[config.mk]
export PLATFORM = sky130hd
export DESIGN_NAME = video_pattern_gen
export DESIGN_NICKNAME = d
export VERILOG_FILES = /design/src/rtl/vpg_pkg.sv /design/src/rtl/vpg_mode_latch.sv /design/src/rtl/vpg_ramp.sv /design/src/rtl/vpg_pattern_core.sv /design/src/rtl/video_pattern_gen.sv
export SDC_FILE = /design/constraint.sdc
export NUM_CORES = 1
export LEC_CHECK = 0
export BUFFER_PORTS_ARGS = -buffer_cell sky130_fd_sc_hd__buf_2
export CORE_ASPECT_RATIO = 0.7
export CORE_MARGIN = 10
export CORE_UTILIZATION = 25
export DETAILED_ROUTE_END_ITERATION = 10
export PLACE_DENSITY_LB_ADDON = 0.15
export SLEW_MARGIN = 40
export SYNTH_ARGS = -nofsm -noshare
export SYNTH_HDL_FRONTEND = slang
export SYNTH_SLANG_ARGS = --single-unit
[constraint.sdc]
create_clock -name clk -period 13.5 [get_ports clk]
set_input_delay 2.7 -clock clk [delete_from_list [all_inputs] [get_ports clk]]
set_output_delay 2.7 -clock clk [all_outputs]
set_load 0.005 [all_outputs]
[src/rtl/vpg_pkg.sv]
package vpg_pkg;

    localparam int CHAN_W = 8;

    typedef enum logic [1:0] {
        PAT_WHITE   = 2'd0,
        PAT_GREEN   = 2'd1,
        PAT_STRIPES = 2'd2,
        PAT_RAMP    = 2'd3
    } pat_mode_e;

    typedef struct packed {
        logic [CHAN_W-1:0] red;
        logic [CHAN_W-1:0] grn;
        logic [CHAN_W-1:0] blu;
    } rgb_t;

    localparam logic [CHAN_W-1:0] CH_FULL = {CHAN_W{1'b1}};
    localparam logic [CHAN_W-1:0] CH_ZERO = '0;

    function automatic rgb_t mk_rgb(input logic [CHAN_W-1:0] r,
                                    input logic [CHAN_W-1:0] g,
                                    input logic [CHAN_W-1:0] b);
        rgb_t c;
        c.red = r;
        c.grn = g;
        c.blu = b;
        return c;
    endfunction

endpackage

[src/rtl/vpg_mode_latch.sv]
module vpg_mode_latch
    import vpg_pkg::*;
(
    input  logic      clk,
    input  logic      rst,
    input  logic [1:0] mode_sel,
    input  logic      frame_start,
    output pat_mode_e eff_mode
);
    pat_mode_e held_mode;

    // The first pixel of a frame already uses the incoming select.
    always_comb begin
        eff_mode = frame_start ? pat_mode_e'(mode_sel) : held_mode;
    end

    always_ff @(posedge clk) begin
        if (rst) begin
            held_mode <= PAT_WHITE;
        end else if (frame_start) begin
            held_mode <= pat_mode_e'(mode_sel);
        end
    end

    // the held pattern stays fixed away from a frame start
    assert_mode_hold_R7: assert property (@(posedge clk) disable iff (rst)
        (!rst && !frame_start) |=> $stable(held_mode));

endmodule

[src/rtl/vpg_ramp.sv]
module vpg_ramp
    import vpg_pkg::*;
#(
    parameter int XW       = 11,
    parameter int H_ACTIVE = 1280
) (
    input  logic [XW-1:0]     x,
    output logic [CHAN_W-1:0] red
);
    localparam int          DEN   = H_ACTIVE - 1;
    localparam int          MAXV  = (1 << CHAN_W) - 1;
    localparam int          SHIFT = 32;
    localparam logic [63:0] RECIP = ((64'd1 << SHIFT) + 64'(DEN) - 64'd1) / 64'(DEN);

    logic [63:0] scaled;
    logic [63:0] prod;

    always_comb begin
        scaled = 64'(x) * 64'(MAXV);
        prod   = scaled * RECIP;
        red    = prod[SHIFT +: CHAN_W];
    end

endmodule

[src/rtl/vpg_pattern_core.sv]
module vpg_pattern_core
    import vpg_pkg::*;
#(
    parameter int XW       = 11,
    parameter int YW       = 10,
    parameter int H_ACTIVE = 1280,
    parameter int V_ACTIVE = 720
) (
    input  pat_mode_e     mode,
    input  logic [XW-1:0] x,
    input  logic [YW-1:0] y,
    output rgb_t          color
);
    localparam int BAND_W = (H_ACTIVE + 2) / 3;
    localparam logic [XW-1:0] EDGE_1 = XW'(BAND_W);
    localparam logic [XW-1:0] EDGE_2 = XW'(2 * BAND_W);
    localparam logic [XW-1:0] X_LIM  = XW'(H_ACTIVE);
    localparam logic [YW-1:0] Y_LIM  = YW'(V_ACTIVE);

    logic [CHAN_W-1:0] ramp_red;
    logic              visible;
    rgb_t              stripe_c;

    vpg_ramp #(.XW(XW), .H_ACTIVE(H_ACTIVE)) u_ramp (
        .x   (x),
        .red (ramp_red)
    );

    always_comb begin
        visible = (x < X_LIM) && (y < Y_LIM);
        if (x < EDGE_1)      stripe_c = mk_rgb(CH_FULL, CH_ZERO, CH_ZERO);
        else if (x < EDGE_2) stripe_c = mk_rgb(CH_ZERO, CH_FULL, CH_ZERO);
        else                 stripe_c = mk_rgb(CH_ZERO, CH_ZERO, CH_FULL);

        if (!visible) begin
            color = mk_rgb(CH_ZERO, CH_ZERO, CH_ZERO);
        end else begin
            unique case (mode)
                PAT_WHITE:   color = mk_rgb(CH_FULL, CH_FULL, CH_FULL);
                PAT_GREEN:   color = mk_rgb(CH_ZERO, CH_FULL, CH_ZERO);
                PAT_STRIPES: color = stripe_c;
                PAT_RAMP:    color = mk_rgb(ramp_red, CH_ZERO, CH_ZERO);
                default:     color = mk_rgb(CH_ZERO, CH_ZERO, CH_ZERO);
            endcase
        end
    end

endmodule

[src/rtl/video_pattern_gen.sv]
module video_pattern_gen
    import vpg_pkg::*;
#(
    parameter int XW       = 11,
    parameter int YW       = 10,
    parameter int H_ACTIVE = 1280,
    parameter int V_ACTIVE = 720
) (
    input  logic                clk,
    input  logic                rst,
    input  logic [1:0]          mode_sel,
    input  logic [XW-1:0]       pix_x,
    input  logic [YW-1:0]       pix_y,
    output logic [3*CHAN_W-1:0] rgb_out
);
    localparam logic [XW-1:0] X_LAST = XW'(H_ACTIVE - 1);

    pat_mode_e eff_mode;
    rgb_t      next_c;
    rgb_t      out_q;
    logic      frame_start;
    logic      outside;

    assign frame_start = (pix_x == '0) && (pix_y == '0);
    assign outside     = (pix_x >= XW'(H_ACTIVE)) || (pix_y >= YW'(V_ACTIVE));

    vpg_mode_latch u_mode (
        .clk         (clk),
        .rst         (rst),
        .mode_sel    (mode_sel),
        .frame_start (frame_start),
        .eff_mode    (eff_mode)
    );

    vpg_pattern_core #(
        .XW(XW), .YW(YW), .H_ACTIVE(H_ACTIVE), .V_ACTIVE(V_ACTIVE)
    ) u_core (
        .mode  (eff_mode),
        .x     (pix_x),
        .y     (pix_y),
        .color (next_c)
    );

    always_ff @(posedge clk) begin
        if (rst) out_q <= '0;
        else     out_q <= next_c;
    end

    assign rgb_out = out_q;

    // blanking beats every pattern
    assert_blank_R6: assert property (@(posedge clk) disable iff (rst)
        (!rst && outside) |=> (rgb_out == '0));

    // white field
    assert_white_R2: assert property (@(posedge clk) disable iff (rst)
        (!rst && !outside && eff_mode == PAT_WHITE) |=> (&rgb_out));

    // green field
    assert_green_R3: assert property (@(posedge clk) disable iff (rst)
        (!rst && !outside && eff_mode == PAT_GREEN) |=>
        (rgb_out == {CH_ZERO, CH_FULL, CH_ZERO}));

    // ramp reaches full red on the last column
    assert_ramp_end_R5: assert property (@(posedge clk) disable iff (rst)
        (!rst && !outside && eff_mode == PAT_RAMP && pix_x == X_LAST) |=>
        (rgb_out == {CH_FULL, CH_ZERO, CH_ZERO}));

    // ramp starts at black on column zero
    assert_ramp_start_R5: assert property (@(posedge clk) disable iff (rst)
        (!rst && !outside && eff_mode == PAT_RAMP && pix_x == '0) |=>
        (rgb_out == '0));

endmodule

==> flow_summary.ini, run 1 <==
[critical_path]
reg2reg_depth = 5
rr_startpoint = u_mode.held_mode[1]
cpMostUsedCell = fa_1
start_kind = primary input
cp.buffers_inverters = 8
reg2reg_slack_ps = 11910
crit_family = adder cells
r2r_end = rgb_out[17]
cp_slowest_stage_delay_ps = 590
crit_type = primary input to register
worstPathRequired_ps = 13620
crit_path_end_kind = register
cp_data_arrival_time_ps = 12740
cp_slowest_cell = fa_1
critPathMaxFanout = 15

[floorplanning]
io_pins = 49
die_h_microns = 190
die_w_microns = 263
die_area_sq_um = 50200
start_util_pct = 25.3
core_sq_um = 41000
rows = 62

[synthesis]
synth_top_area_cell = fa_1
synthArstFlopShare_pct = 0
synth_fa_ha_area_share_pct = 65.8
synth_top_area_share_pct = 41.1
synth_top_family_by_area = adder cells
ys_ff_latch = 12
syn-instance-count = 1092
netlist_area_sq_um = 10400
syn_nets = 1535
yosys.cell_types.count = 63
synth_compound_area_share_pct = 8.48
synthTopCellsByArea = fa_1, ha_1, inv_1
synth_xor_xnor_area_share_pct = 2.28
synthMuxAreaShare_pct = 0.458
yosys.area_share.simple_pct = 6.03
syn_area_per_cell_sq_um = 9.50
synth-edff-count = 0
yosys_warnings = 0
synth-main-ff-cell = dfxtp_1
ys_seq_area_share_pct = 2.32

[min_path]
hold_class = register to register
holdPathStages = 2
min_from = u_mode.held_mode[0]
min_to = u_mode.held_mode[0]

[detailed_routing]
drc = 0
totalWireLength_microns = 28800
viasPerCell = 4.24
routedWlPerCell_microns = 17.1
drt_iter0_markers = 382
ant_nets = 0
dr.pass1.iters = 5
dr_total_vias = 7125

[place]
post-dp-hpwl_microns = 27200
placement.io_buffers = 48
gp_congestion = 0.873

[timing]
max_freq_ghz = 0.0792
fin_skew_ps = 7.47
tightest_slew_ps = 733
slew_headroom_pct = 50.8
setup_tns_ps = 0
slew_violations = 0
setup_viol = 0
period_needed_ps = 12630
timing.final.crit_share_pct = 93.5
finalHoldViolCount = 0
rsz0062_at_grt = false

[flow_run]
drv_cap = 0

[clock_tree]
cts_tree = done
cts-buffers-inserted = 3
postCtsHoldBufs = 0
clk_latency_ps = 260
root_buffer = clkbuf_16
htreeDepth = 1
cts_sinks = 12
clk_pin_slew_ps = 60
cts-resized-gates = 0
cts_setup_buffers = 0
clockBufferDepth = 2

[layout]
drive_above_1_share_pct = 7.48
finalNetCount = 1581
fillerInstances = 4413
areaGrowthSynthToFinish_pct = 9.27
diodes = 0

[grt]
antenna_found_initial = 0
grt_pass1_vias = 7163
grt_pass1_wl_microns = 44000
grt_usage_pct = 11.4
grt.overflow.total = 0
grt_max_degree = 16

[outcome]
outcome = completed
registers in the layout, summed over array words and instances, names as in the netlist:
| register | flops |
|---|---|
| u_mode.held_mode | 2 |
| rgb_out | 10 |
how the worst max path moves through the flow:
stage / from / to / slack [ps] / cells past startpoint
floorplan: pix_x[4] / rgb_out[22] / 2030 / 33
global placement: pix_x[0] / rgb_out[17] / 660 / 33
detailed placement: pix_x[0] / rgb_out[17] / 650 / 33
CTS: pix_x[0] / rgb_out[17] / 900 / 33
global route: pix_x[0] / rgb_out[17] / 140 / 33
finish: pix_x[0] / rgb_out[17] / 870 / 33
final cells by class:
class	instances	area [sq um]	share of cell area, %
Tap cell	544	681	6.00
Clock buffer	4	88.8	0.784
Multi-Input combinational cell	691	8620	76.1
Inverter	374	1400	12.4
Sequential cell	12	240	2.12
Timing Repair Buffer	56	300	2.65
per-layer routing:
metal	vias to the layer above	GRT usage [%]	share of wire [%]	wire (microns)
met5	-	0	0	0
met1	3581	18.7	55	15900
met3	5	1.70	4.9	1410
met2	109	15.3	39	11400
met4	0	0.926	0.33	94
li1	3430	-	-	-
cells in the mapped netlist, types with 3 or more instances:
cell type / n
inv_1: 374
fa_1: 213
ha_1: 205
a21oi_1: 36
nand2_1: 31
nor2_1: 21
o21ai_0: 21
xnor2_1: 17
buf_4: 15
a21o_1: 13
dfxtp_1: 12
nor3_1: 12
xor2_1: 10
nand4_1: 8
nand3_1: 7
o211ai_1: 7
o21a_1: 5
o21ai_1: 5
o31ai_1: 5
a211oi_1: 4
a31oi_1: 4
nand2b_1: 4
nor2b_1: 4
or2_2: 4
a211o_1: 3
a21o_2: 3
and3_1: 3
o21bai_1: 3
stage by stage:
| step | area, sq um | std cells | hold WS (ps) | utilization [%] | setup WS (ps) |
|---|---|---|---|---|---|
| finish | 11300 | 1681 | 542 | 27.6 | 874 |
| global route | 11300 | 1681 | 590 | 27.6 | 136 |
| CTS | 11300 | 1681 | 542 | 27.6 | 897 |
| detailed placement | 11200 | 1677 | 535 | 27.4 | 652 |
| global placement | 11200 | 1677 | 520 | 27.4 | 661 |
| floorplan | 10400 | 1092 | 492 | - | 2030 |
placed cells by master (no fill, tap or decap), drive strengths merged, types with 5 or more instances in the layout:
cell / Yosys / final
a211oi: 6 / 6
a21o: 16 / 16
a21oi: 37 / 37
buf: 15 / 56
dfxtp: 12 / 12
fa: 213 / 213
ha: 205 / 205
inv: 374 / 374
nand2: 31 / 31
nand3: 7 / 7
nand4: 10 / 10
nor2: 21 / 21
nor3: 13 / 13
o211ai: 7 / 7
o21a: 5 / 5
o21ai: 26 / 26
o31ai: 5 / 5
or2: 5 / 5
xnor2: 17 / 17
xor2: 10 / 10
logic make-up (layout without fill, tap and decap cells):
group	count (synthesis)	in the layout
compound gates	130	130
xor+xnor	27	27
fa+ha+maj	418	418
buf+inv	389	434
flops	12	12
mux	4	4
simple gates	112	112
worst min-delay path, delay by kind of cell, from the launching register on:
kind	cells	cell delay [ps]
flip-flops	1	320
multiplexers	1	100
AND/OR/NAND/NOR	1	90
Power of run 1 is left out: the tool's default activity adds up to more than one toggle a clock period on the data nets, which glitch-free logic cannot reach.
==> inputs of run 2 (changes only) <==
- GPL_ROUTABILITY_DRIVEN: default -> 0
- RECOVER_POWER: default -> 100
- SLEW_MARGIN: 40 -> default
==> flow_summary.ini, run 2 (synthesis gave the netlist of run 1 again) <==
[outcome]
outcome = completed

[clock_tree]
cts_tree = done
postCtsHoldBufs = 0
cts-resized-gates = 0
cts_setup_buffers = 0
cts_sinks = 12
clk_latency_ps = 260
cts-buffers-inserted = 3
root_buffer = clkbuf_16
htreeDepth = 1
clk_pin_slew_ps = 60
clockBufferDepth = 2

[detailed_routing]
dr_total_vias = 7111
ant_nets = 0
totalWireLength_microns = 28700
routedWlPerCell_microns = 17.1
drc = 0
drt_iter0_markers = 379
viasPerCell = 4.23
dr.pass1.iters = 5

[timing]
slew_violations = 0
rsz0062_at_grt = false
timing.final.crit_share_pct = 92.8
setup_tns_ps = 0
slew_headroom_pct = 34.2
period_needed_ps = 12530
fin_skew_ps = 4.24
finalHoldViolCount = 0
tightest_slew_ps = 980
holdWs_ps = 562
max_freq_ghz = 0.0798
setup_viol = 0

[grt]
busiest_layer = met1
use_met1_pct = 18.8
grtUsageMet3_pct = 1.50
grt_use_met2_pct = 15.5
grt_usage_pct = 11.4
grt_pass1_wl_microns = 44100
grt_pass1_vias = 7245
grt.overflow.total = 0
grt_max_degree = 16
antenna_found_initial = 0

[floorplanning]
die_h_microns = 190
die_area_sq_um = 50200
rows = 62
start_util_pct = 25.3
die_w_microns = 263
core_sq_um = 41000
io_pins = 49

[critical_path]
cp_data_arrival_time_ps = 12660
cp_slowest_cell = fa_1
critPathMaxFanout = 15
start_kind = primary input
cpMostUsedCell = fa_1
worstPathRequired_ps = 13620
crit_type = primary input to register
crit_path_end_kind = register
cp_slowest_stage_delay_ps = 590

[place]
place_area_sq_um = 11200
post-dp-hpwl_microns = 27300
placement.io_buffers = 48
dp_cells = 1677

[layout]
final_common_cell = inv_1
diodes = 0
final-instance-count-excl-fill = 1681
finalNetCount = 1581
final_cell_mix = inv_1, fa_1, ha_1, a21oi_1, nand2_1
areaGrowthSynthToFinish_pct = 8.79
drive_above_1_share_pct = 5.19
largest_reg_flops = 10
fillerInstances = 4424
final_area_sq_um = 11300

[flow_run]
drv_cap = 0

[min_path]
hold_class = register to register
## run 2: cell types whose count changed in the layout (fill, tap and decap cells not counted), moves of 2 or more
| cell | previous run | this run |
|---|---|---|
| buf_2 | 48 | 27 |
| clkbuf_1 | 0 | 21 |
| mux2i_1 | 2 | 4 |
| mux2i_2 | 2 | 0 |
| nor3_1 | 11 | 13 |
| nor3_2 | 2 | 0 |
## run 2: final timing paths
kind                        from  cells after the start                  end  slack [ps]
max                     pix_x[0]                     33          rgb_out[17]         970
min          u_mode.held_mode[0]                      2  u_mode.held_mode[0]         560
max reg2reg  u_mode.held_mode[1]                      5          rgb_out[17]       11720
min reg2reg  u_mode.held_mode[0]                      2  u_mode.held_mode[0]         560
## run 2: layout make-up
cell class	instances	area (sq um)	area share, %
Multi-Input combinational cell	691	8600	76.2
Clock buffer	4	88.8	0.787
Timing Repair Buffer	56	274	2.43
Inverter	374	1400	12.4
Sequential cell	12	240	2.13
Tap cell	544	681	6.03
## run 2: per-layer routing
metal	part of all wire [%]	wire length, microns
met5	0	0
met4	0.44	126
met3	4.0	1150
met2	39	11300
met1	56	16100
## run 2: critical path: cells and delay by family
family / cells / cell delay (ps)
fa+ha+maj: 12 / 5900
simple gates: 6 / 1390
mux: 2 / 380
compound gates: 5 / 1260
buf+inv: 8 / 1030
## run 2: stage by stage
stage | utilization (%) | worst slack, ps
6_report | 27.5 | 966
3_3_place_gp | 27.4 | 661
5_1_grt | 27.5 | 195
3_5_place_dp | 27.4 | 693
2_1_floorplan | - | 2030
4_1_cts | 27.6 | 950
Power of run 2 is left out for the same reason.
==> inputs of run 3 (changes only) <==
- CORE_UTILIZATION: 25 -> 55
==> flow_summary.ini, run 3 (synthesis gave the netlist of run 1 again) <==
[outcome]
outcome = completed

[flow_run]
drv_cap = 0

[floorplanning]
die_area_sq_um = 24800
io_pins = 49
rows = 41
die_h_microns = 135
core_sq_um = 18300
start_util_pct = 56.8
die_w_microns = 184

[clock_tree]
cts_tree = done
root_buffer = clkbuf_16
htreeDepth = 1
cts-resized-gates = 0
clockBufferDepth = 2
postCtsHoldBufs = 0
cts-buffers-inserted = 3
clk_latency_ps = 250
clk_pin_slew_ps = 50
cts_sinks = 12
cts_setup_buffers = 0

[critical_path]
cp.buffers_inverters = 8
cp_data_arrival_time_ps = 12580
r2r_end = rgb_out[17]
cp_slowest_cell = fa_1
cp_slowest_stage_delay_ps = 580
reg2reg_depth = 5
crit_path_end_kind = register
rr_startpoint = u_mode.held_mode[1]
endpoint = rgb_out[21]
start_kind = primary input
cpMostUsedCell = fa_1
critPathMaxFanout = 15
worstPathRequired_ps = 13650
crit_type = primary input to register
critPathLaunch = pix_x[0]
crit_family = adder cells
reg2reg_slack_ps = 11780
path_depth = 33

[detailed_routing]
ant_nets = 0
drt_iter0_markers = 487
drc = 0
dr.pass1.iters = 5
dr_total_vias = 7126
viasPerCell = 5.21
totalWireLength_microns = 24800
routedWlPerCell_microns = 18.2

[timing]
max_freq_ghz = 0.0804
timing.final.crit_share_pct = 92.1
setup_viol = 0
tightest_slew_ps = 939
rsz0062_at_grt = false
period_needed_ps = 12430
finalHoldViolCount = 0
slew_violations = 0
slew_headroom_pct = 36.9
fin_skew_ps = 3.15
setup_tns_ps = 0

[layout]
fillerInstances = 1609
final_common_cell = inv_1
areaGrowthSynthToFinish_pct = 4.65
final_cell_mix = inv_1, fa_1, ha_1, a21oi_1, nand2_1
diodes = 0
drive_above_1_share_pct = 4.77
regArea_sq_um = 240
largest_reg_flops = 10
multi_input_area_sq_um = 8600
finalNetCount = 1575

[grt]
grt_pass1_vias = 7371
antenna_found_initial = 0
grt_max_degree = 16
grt.overflow.total = 0
grt_usage_pct = 20.9
grt_pass1_wl_microns = 40200

[place]
placement.io_buffers = 48
post-dp-hpwl_microns = 23400

[min_path]
holdPathStages = 2
hold_class = register to register
min_from = u_mode.held_mode[0]
## run 3: per-layer routing
| layer | global-route usage (%) | wire (microns) | up-vias |
|---|---|---|---|
| met4 | 1.54 | 97 | 0 |
| met1 | 32.4 | 12500 | 3488 |
| li1 | - | - | 3419 |
| met5 | 0 | 0 | - |
| met2 | 29.6 | 10100 | 210 |
| met3 | 4.82 | 2110 | 9 |
## run 3: metrics by stage
stage          area, sq um  hold slack [ps]  instances  worst slack [ps]  utilization (%)
2_1_floorplan        10400              492       1092              2030                -
3_3_place_gp         10800              514       1363              1040             59.2
3_5_place_dp         10800              534       1363               921             59.2
4_1_cts              10900              548       1367              1140             59.7
5_1_grt              10900              640       1367               299             59.5
6_report             10900              576       1367              1070             59.5
## run 3: how the worst min path moves through the flow
stage	endpoint	slack, ps
floorplan	u_mode.held_mode[0]	490
global placement	u_mode.held_mode[0]	510
detailed placement	u_mode.held_mode[0]	530
CTS	u_mode.held_mode[0]	550
global route	u_mode.held_mode[0]	640
finish	u_mode.held_mode[0]	580
## run 3: worst min-delay path: cells and delay by family (launching register included)
family	cells	cell delay (ps)
AND/OR/NAND/NOR	1	110
multiplexers	1	130
flip-flops	1	300
## run 3: final cells by class
class	count	area share, %
multi-input combinational	691	79.2
inverter	374	12.9
sequential	12	2.21
timing repair buffer	50	2.12
tap	236	2.72
clock buffer	4	0.818
Power of run 3 is left out for the same reason.
